--- config.mk ---
export PLATFORM = sky130hd
export DESIGN_NAME = alarm_match
export DESIGN_NICKNAME = d
export VERILOG_FILES = /design/src/rtl/alarm_match.sv
export SDC_FILE = /design/constraint.sdc
export NUM_CORES = 1
export LEC_CHECK = 0
export CELL_PAD_IN_SITES_DETAIL_PLACEMENT = 1
export CELL_PAD_IN_SITES_GLOBAL_PLACEMENT = 1
export CORE_MARGIN = 2
export CORE_UTILIZATION = 35
export DETAILED_ROUTE_END_ITERATION = 10
export GPL_ROUTABILITY_DRIVEN = 0
export PLACE_DENSITY = 0.82
export SYNTH_ARGS = -nofsm -noshare
export SYNTH_HDL_FRONTEND = slang
export SYNTH_SLANG_ARGS = --single-unit
--- constraint.sdc ---
create_clock -name clk -period 2.25 [get_ports clk]
set_clock_uncertainty 0.1 [all_clocks]
set_input_delay 0.45 -clock clk [delete_from_list [all_inputs] [get_ports clk]]
set_output_delay 0.45 -clock clk [all_outputs]
set_load 0.01 [all_outputs]
--- src/rtl/alarm_match.sv ---
module alarm_match #(
  parameter int NFIELDS = 6,
  parameter int FIELD_W = 8,
  parameter int ADDR_W  = 3
) (
  input  logic                       clk,
  input  logic                       rst_n,
  input  logic                       tick_sec,
  input  logic [NFIELDS*FIELD_W-1:0] cal_time,
  input  logic                       reg_wr,
  input  logic [ADDR_W-1:0]          reg_addr,
  input  logic [FIELD_W-1:0]         reg_wdata,
  output logic [FIELD_W-1:0]         reg_rdata,
  output logic                       alarm_irq
);
  localparam int VAL_W     = FIELD_W - 1;
  localparam int CTRL_ADDR = NFIELDS;
  localparam int FLAG_BIT  = 0;
  localparam int IE_BIT    = 3;

  logic [FIELD_W-1:0] alarm_q [NFIELDS];
  logic [NFIELDS-1:0] fld_en;
  logic [NFIELDS-1:0] fld_ok;
  logic               flag_q;
  logic               ie_q;
  logic               ctrl_wr;
  logic               hit;

  for (genvar i = 0; i < NFIELDS; i++) begin : g_field
    always_ff @(posedge clk or negedge rst_n) begin
      if (!rst_n)
        alarm_q[i] <= '0;
      else if (reg_wr && reg_addr == ADDR_W'(i))
        alarm_q[i] <= reg_wdata;
    end
    assign fld_en[i] = alarm_q[i][FIELD_W-1];
    assign fld_ok[i] = !fld_en[i] ||
                       (alarm_q[i][VAL_W-1:0] == cal_time[i*FIELD_W +: VAL_W]);
  end

  assign ctrl_wr = reg_wr && reg_addr == ADDR_W'(CTRL_ADDR);
  assign hit     = tick_sec && (|fld_en) && (&fld_ok);

  always_ff @(posedge clk or negedge rst_n) begin
    if (!rst_n) begin
      flag_q <= 1'b0;
      ie_q   <= 1'b0;
    end else if (ctrl_wr) begin
      flag_q <= (flag_q && reg_wdata[FLAG_BIT]) || hit;
      ie_q   <= reg_wdata[IE_BIT];
    end else begin
      flag_q <= flag_q || hit;
    end
  end

  always_comb begin
    reg_rdata = '0;
    for (int i = 0; i < NFIELDS; i++)
      if (reg_addr == ADDR_W'(i)) reg_rdata = alarm_q[i];
    if (reg_addr == ADDR_W'(CTRL_ADDR)) begin
      reg_rdata[FLAG_BIT] = flag_q;
      reg_rdata[IE_BIT]   = ie_q;
    end
  end

  assign alarm_irq = flag_q && ie_q;
endmodule

* Yosys cells after proc, flatten, opt, wreduce, memory -nomap -nowiden
Cells that the tools add are included.
** Storage, ports and cells
- Input bits :: 63
- Bits in registers :: 50
** Cells by class
- Reduce and logical (&&, ||, !) cells :: 28
- Multiplexer cells :: 9
- Equal/unequal tests :: 12
** Operator list (number)
- 2-to-1 mux 8 bit :: 6
- == test 7 bit :: 6
- logical AND 1 bit :: 11
- == test 3 bit (second input constant) :: 3
- logical OR 1 bit :: 8
- == test 3 x 2 -> 1 bit (second input constant) :: 2
- logical NOT 1 bit :: 6
- AND reduction 6 bit :: 1
- OR reduction 6 bit :: 1
- == test 3 x 1 -> 1 bit (second input constant) :: 1
- logical NOT 3 bit :: 1
- 2-to-1 mux 1 bit :: 3

* Depth between registers and ports, before layout
Gate-level depths: netlist (run 1).
- Word-level depth :: 8
- Mapped depth :: 6

* Worst setup path after synthesis (run 1)
Ideal clock, no wire load.
- Kind :: input to output
- Start :: input port reg_addr[0]
- End :: output port reg_rdata[5]
- Buffers on the path :: 2
- Setup slack :: 0.260 ns
- Arrival time :: 1.440 ns
- Stages on the path :: 5
- Path through :: buf_4 > buf_6 > mux4_1 > inv_1 > o22ai_1
** On the way
- Longest elaborated chain between the ends :: 7
** Ends and longest elaborated chain
- start, declared :: line 11 : input logic [ADDR_W-1:0] reg_addr,
- logical NOT 3 bit :: line 59 : if (reg_addr == ADDR_W'(i)) reg_rdata = alarm_q[i];
- 2-to-1 mux 8 bit (5 in a row) :: line 59
- 2-to-1 mux 8 bit (*) :: line 59
- end, declared :: line 13 : output logic [FIELD_W-1:0] reg_rdata,
Mark *: on every way between the ends. The rest lies on a longest branch, timed or not.

* Final worst setup path (run 1)
- Start :: input port reg_addr[0]
- End :: output port reg_rdata[1]
The elaborated chain is that of the path after synthesis.

==> flow_summary.ini, run 1 <==
[finish]
antenna_cells = 0
area_growth_pct = 37.43
drive_above_1_share = 0.3333
post-route-util = 0.4887
fillCellCount = 878
finalNetCount = 369

[power]
leakage_uw = 0.001657
switching_share = 0.3083
combPwrFrac = 0.309
pwr-share-clk = 0.231
peakVddDrop_mv = 0.2426
intPower_uw = 1991
power_density_mw_per_mm2 = 727.9
seqPwrFrac = 0.460
power_switching_uw = 887.7

[floorplan]
io_pins = 72
dieArea_mm2 = 0.008963
num_rows = 33
initial_core_util = 0.3556
core_mm2 = 0.008093
die_height_um = 94.68
die_x_um = 94.68

[sta]
setup_viol = 0
hold_ws_ns = 0.4421
fmax_mhz = 452.6
finalCritPeriodShare = 0.9821
worstMarginPinSlew_ns = 0.4621
max-slew-margin-rel = 0.6879
hold_viol_final = 0
maxSlewViolCount = 0
rsz0062_at_grt = yes
period_needed_ns = 2.210

[route]
dr.pass1.iters = 4
drc = 0
vias = 2139
wirelength_mm = 8.587
antenna_left = 0
vias_per_cell = 5.204
wire_per_inst_um = 20.89
drt_iter0_markers = 57

[synthesis]
synth.yosys.seq_area_share = 0.4348
synth_nets = 278
synth.most_common_cell = dfrtp_1
async_reset_ff_frac = 1.000
ys.flop_type = dfrtp_1
synth_edf_count = 0
synth_top_area_frac = 0.4348
ys_seq_elements = 50
yosysWarnings = 0
yosys.area.top_type = dfrtp_1
avgSynthCellArea_um2 = 13.38
netlist_area_mm2 = 0.002878
synth.area.top_cells = dfrtp_1, mux2_2, xnor2_1, mux4_1, xor2_1
ys_types = 30
syn_inst = 215
synthTopCellsByCount = dfrtp_1, mux2_2, xnor2_1

[worst_setup_path]
crit_buf_inv = 4
cp_slowest_cell = mux4_2
cp.depth = 6
cp.required_ns = 1.70
critPathMaxFanout = 6
arrival_ns = 1.66
end_kind = primary output
crit_type = primary input to primary output
crit_family = buffers and inverters
reg2reg_depth = 5
slowest_delay_ns = 0.50
start_kind = primary input
path_cells = buf_2 -> buf_12 -> mux4_2 -> inv_1 -> o22ai_1 -> dlygate4sd2_1

[clock_tree]
htreeDepth = 2
cts.sinks = 50
cts_max_path_buffers = 2
cts_root_buffer = clkbuf_8
cts.clk_slew.worst_paths_ns = 0.09
cts_tree = yes
clk_latency_ns = 0.31
cts_buffers = 5

[worst_hold_path]
hp-class = flip-flop to flip-flop
whs_path_depth = 1

[placed_design]
hpwl_mm = 6.559
portBuffers = 65

[global_routing]
grt_max_degree = 21
grt_util_all_layers = 0.2013
antenna_found_initial = 0
grt_overflow = 0
grt_pass1_vias = 2396
grt_pass1_wl_mm = 13.17

[outcome]
status = finished clean

[flow_run]
max_cap_viol_count = 0
-- power by group through the flow --
stage | sequential (uW) | clock (uW) | combinational [uW]
after floorplan | 1250 | 0 | 544
after detailed placement | 1340 | 0 | 892
final | 1330 | 665 | 888
after global routing | 1350 | 705 | 962
after global placement | 1330 | 0 | 851
after CTS | 1320 | 677 | 888
-- metal layers --
metal,share of wire,track usage
met1,0.44,0.2552
met2,0.51,0.3558
met3,0.035,0.03352
met4,0.010,0.05314
met5,0,0
-- final timing paths --
check | startpoint | to | slack (ns)
worst min register to register | ie_q | ie_q | 0.44
max in group asynchronous | rst_n | alarm_q[1] | 0.94
worst min-delay path | ie_q | ie_q | 0.44
worst max-delay path | reg_addr[0] | reg_rdata[1] | 0.04
worst max register to register | alarm_q[6] | flag_q | 0.47
min in group asynchronous | rst_n | alarm_q[30] | 0.48
-- layout by cell type (no fill, tap or decap), drive strengths merged, types with 2 or more instances in the layout --
| master | count |
|---|---|
| xor2 | 18 |
| dlygate4sd2 | 2 |
| mux2 | 49 |
| mux2i | 8 |
| inv | 6 |
| clkbuf | 8 |
| nand4 | 7 |
| o22ai | 6 |
| o41ai | 6 |
| nand2b | 3 |
| nand3 | 2 |
| buf | 31 |
| a21oi | 4 |
| nor3 | 2 |
| clkdlybuf4s50 | 53 |
| nor3b | 2 |
| dfrtp | 50 |
| nor2 | 4 |
| mux4 | 8 |
| xnor2 | 24 |
| nand4b | 2 |
| o21ai | 2 |
-- sequential cells by signal, summed over array words and instances, names as in the netlist --
register	cells
alarm_q	48
flag_q	1
ie_q	1
-- metrics by stage --
stage / worst slack [ns] / cells / instance area (um^2) / power [uW] / setup TNS (ns)
finish: 0.04031 / 411 / 3955 / 2879 / 0
global route: -0.01402 / 411 / 3955 / 3018 / -0.02387
global placement: -0.6046 / 397 / 3794 / 2181 / -5.544
floorplan: 0.2599 / 215 / 2878 / 1796 / 0
detailed placement: -0.6355 / 397 / 3794 / 2232 / -6.877
CTS: 0.0003244 / 409 / 3941 / 2889 / 0
-- cell type report --
type / count / area [um^2] / area share
Multi-Input combinational cell: 152 / 1549 / 0.3916
Sequential cell: 50 / 1251 / 0.3164
Timing Repair Buffer: 91 / 888.4 / 0.2246
Tap cell: 105 / 131.4 / 0.03322
Clock buffer: 6 / 82.58 / 0.02088
Clock inverter: 1 / 30.03 / 0.007593
Inverter: 6 / 22.52 / 0.005694
-- logic make-up after synthesis --
group                     after synthesis  synth area share
muxes                                  65            0.2900
AOI/OAI and AO/OA                      19           0.04478
xor gates and xnor gates               42            0.1278
and+or+nand+nor                        26           0.07609
DFF                                    50            0.4348
buffers and inverters                  13           0.02652
-- worst reg2reg max path: cells and delay by family, from the launching register on --
family	cells	cell delay, ns
AOI/OAI and AO/OA	2	0.60
xor gates and xnor gates	1	0.27
DFF	1	0.44
and+or+nand+nor	2	0.30
-- what timing repair did --
action                     4_1_cts  5_1_grt
resized for setup               35        6
buffers inserted                 3        2
pin swaps                        3        0
hold endpoints to repair        15        0
setup endpoints to repair        8        5
hold buffers                     1        0
gates cloned                     2        1
No activity file was read; power rests on OpenSTA's default activity.
==> run 2, diff against run 1 <==
--- a/config.mk
+++ b/config.mk
@@ -11,6 +11,7 @@
 export CORE_UTILIZATION = 35
 export DETAILED_ROUTE_END_ITERATION = 10
 export GPL_ROUTABILITY_DRIVEN = 0
+export HOLD_SLACK_MARGIN = 0.06
 export PLACE_DENSITY = 0.82
 export SYNTH_ARGS = -nofsm -noshare
 export SYNTH_HDL_FRONTEND = slang
==> results of run 2 <==
Same layout as run 1: the final DEF is identical, and so are final timing and power.
==> run 3, diff against run 2 <==
--- a/config.mk
+++ b/config.mk
@@ -9,6 +9,7 @@
 export CELL_PAD_IN_SITES_GLOBAL_PLACEMENT = 1
 export CORE_MARGIN = 2
 export CORE_UTILIZATION = 35
+export CTS_CLUSTER_DIAMETER = 80
 export DETAILED_ROUTE_END_ITERATION = 10
 export GPL_ROUTABILITY_DRIVEN = 0
 export HOLD_SLACK_MARGIN = 0.06
==> constraint.sdc (replaced) <==
create_clock -name clk -period 2.2 [get_ports clk]
set_clock_uncertainty 0.1 [all_clocks]
set_input_delay 0.44 -clock clk [delete_from_list [all_inputs] [get_ports clk]]
set_output_delay 0.44 -clock clk [all_outputs]
set_load 0.01 [all_outputs]
==> run 3 against run 2 <==
Against the previous run:
- wire length rose by 1.5%
- combinational power grew 6.2%
- clock power down 22%
- hold slack gained 0.017 ns
- register-to-register slack worse by 0.02 ns
- via count increased by 1.3%
- sequential share of layout area grew 0.060 points
- final cell count up 0.73%
- flip-flop and latch count unchanged
- sequential power is essentially flat
- die area unchanged
- critical path depth did not move
==> flow_summary.ini, run 3 (same netlist as run 1, synthesis figures left out) <==
[route]
wirelength_mm = 8.719
antenna_left = 0
drt_iter0_markers = 74
drc = 0
vias_per_cell = 5.234
vias = 2167
wire_per_inst_um = 21.06
dr.pass1.iters = 4

[floorplan]
num_rows = 33
initial_core_util = 0.3556
die_height_um = 94.68
core_mm2 = 0.008093
die_x_um = 94.68
io_pins = 72
dieArea_mm2 = 0.008963

[sta]
fmax_mhz = 466.3
maxSlewViolCount = 0
rsz0062_at_grt = no
finalCritPeriodShare = 0.9747
worstMarginPinSlew_ns = 0.5744
max-slew-margin-rel = 0.6171
hold_ws_ns = 0.4596
period_needed_ns = 2.144
setup_viol = 0
final.setup.tns_ns = 0
hold_viol_final = 0

[clock_tree]
cts.clk_slew.worst_paths_ns = 0.09
cts_max_path_buffers = 2
clk_latency_ns = 0.31
cts_root_buffer = clkbuf_8
htreeDepth = 2
cts_buffers = 5
cts_tree = yes
cts.sinks = 50

[worst_setup_path]
cp_slowest_cell = mux4_1
cp.required_ns = 1.66
crit_buf_inv = 4
slowest_delay_ns = 0.55
critPathMaxFanout = 6
path_cells = buf_4 -> buf_12 -> mux4_1 -> inv_1 -> o22ai_1 -> buf_2
end_kind = primary output
start_kind = primary input
crit_family = multiplexers
arrival_ns = 1.60
crit_type = primary input to primary output

[global_routing]
antenna_found_initial = 0
grt_pass1_wl_mm = 13.49
grt_util_all_layers = 0.2062
grt_pass1_vias = 2377
grt_max_degree = 25
grt_overflow = 0

[finish]
finalNetCount = 372
final_cells = 414
max_flop_register = alarm_q
top_regs = alarm_q (48), flag_q (1), ie_q (1)
final_cell_mix = clkdlybuf4s50_1, dfrtp_1, mux2_2
area_growth_pct = 37.17
drive_above_1_share = 0.3398
largest_reg_flops = 48
antenna_cells = 0
final_common_cell = clkdlybuf4s50_1

[power]
switching_share = 0.3221
power_switching_uw = 908.0
peakVddDrop_mv = 0.2532
intPower_uw = 1911
combPwrFrac = 0.335
pwr-share-clk = 0.185
seqPwrFrac = 0.480
total_power_uw = 2819
leakage_uw = 0.001644
power_density_mw_per_mm2 = 714.1

[worst_hold_path]
hp-class = flip-flop to flip-flop

[outcome]
status = finished clean

[placed_design]
portBuffers = 65
hpwl_mm = 6.645
placed_cells = 398

[flow_run]
max_cap_viol_count = 0
-- run 3: changes by cell type in the layout (fill, tap and decap cells not counted), sizes merged --
cell           previous run  this run
buf                      31        36
bufinv                    1         0
clkdlybuf4s15             0         1
dlymetal6s2s              1         0
bufbuf                    1         0
-- run 3: power by group through the flow --
stage | combinational, uW | clock (uW) | sequential, uW
final | 943 | 522 | 1350
after global routing | 1020 | 557 | 1390
after CTS | 932 | 530 | 1350
after detailed placement | 918 | 0 | 1370
after global placement | 879 | 0 | 1360
after floorplan | 557 | 0 | 1280
-- run 3: layer usage --
metal  wire length, um  global-route usage  up-vias  part of all wire
li1                  -                   -      980                 -
met1              3812              0.2707     1111              0.44
met2              4392              0.3505       64              0.50
met3               346             0.03272       12             0.040
met4               167             0.06280        0             0.019
met5                 0                   0        -                 0
-- run 3: metrics by stage --
step                setup WS [ns]  area [um^2]    util
global route              0.01326         3948  0.4878
finish                    0.05562         3948  0.4878
global placement          -0.6405         3801  0.4697
CTS                      0.007790         3940  0.4869
floorplan                  0.2299         2878       -
detailed placement        -0.7247         3801  0.4697
-- run 3: timing repair --
| action | CTS | global route |
|---|---|---|
| setup endpoints to repair | 8 | 3 |
| resized for setup | 45 | 4 |
| pin swaps | 1 | 0 |
| gates cloned | 2 | 0 |
| buffers inserted | 3 | 3 |
| hold buffers | 1 | 0 |
| hold endpoints to repair | 22 | 0 |
-- run 3: final timing paths --
| path | start | end | slack (ns) | cells past startpoint |
|---|---|---|---|---|
| worst min register to register | alarm_q[16] | alarm_q[16] | 0.46 | 1 |
| max in group asynchronous | rst_n | alarm_q[34] | 0.82 | 3 |
| min in group asynchronous | rst_n | alarm_q[24] | 0.55 | 2 |
| worst max register to register | alarm_q[10] | flag_q | 0.45 | 5 |
| worst min-delay path | alarm_q[16] | alarm_q[16] | 0.46 | 1 |
| worst max-delay path | reg_addr[0] | reg_rdata[4] | 0.06 | 6 |
-- run 3: final cells by class --
cell class	instances	area (um^2)
Multi-Input combinational cell	152	1559
Clock buffer	7	76.32
Timing Repair Buffer	94	907.1
Inverter	6	22.52
Tap cell	105	131.4
Sequential cell	50	1251
Fill cell	877	4145
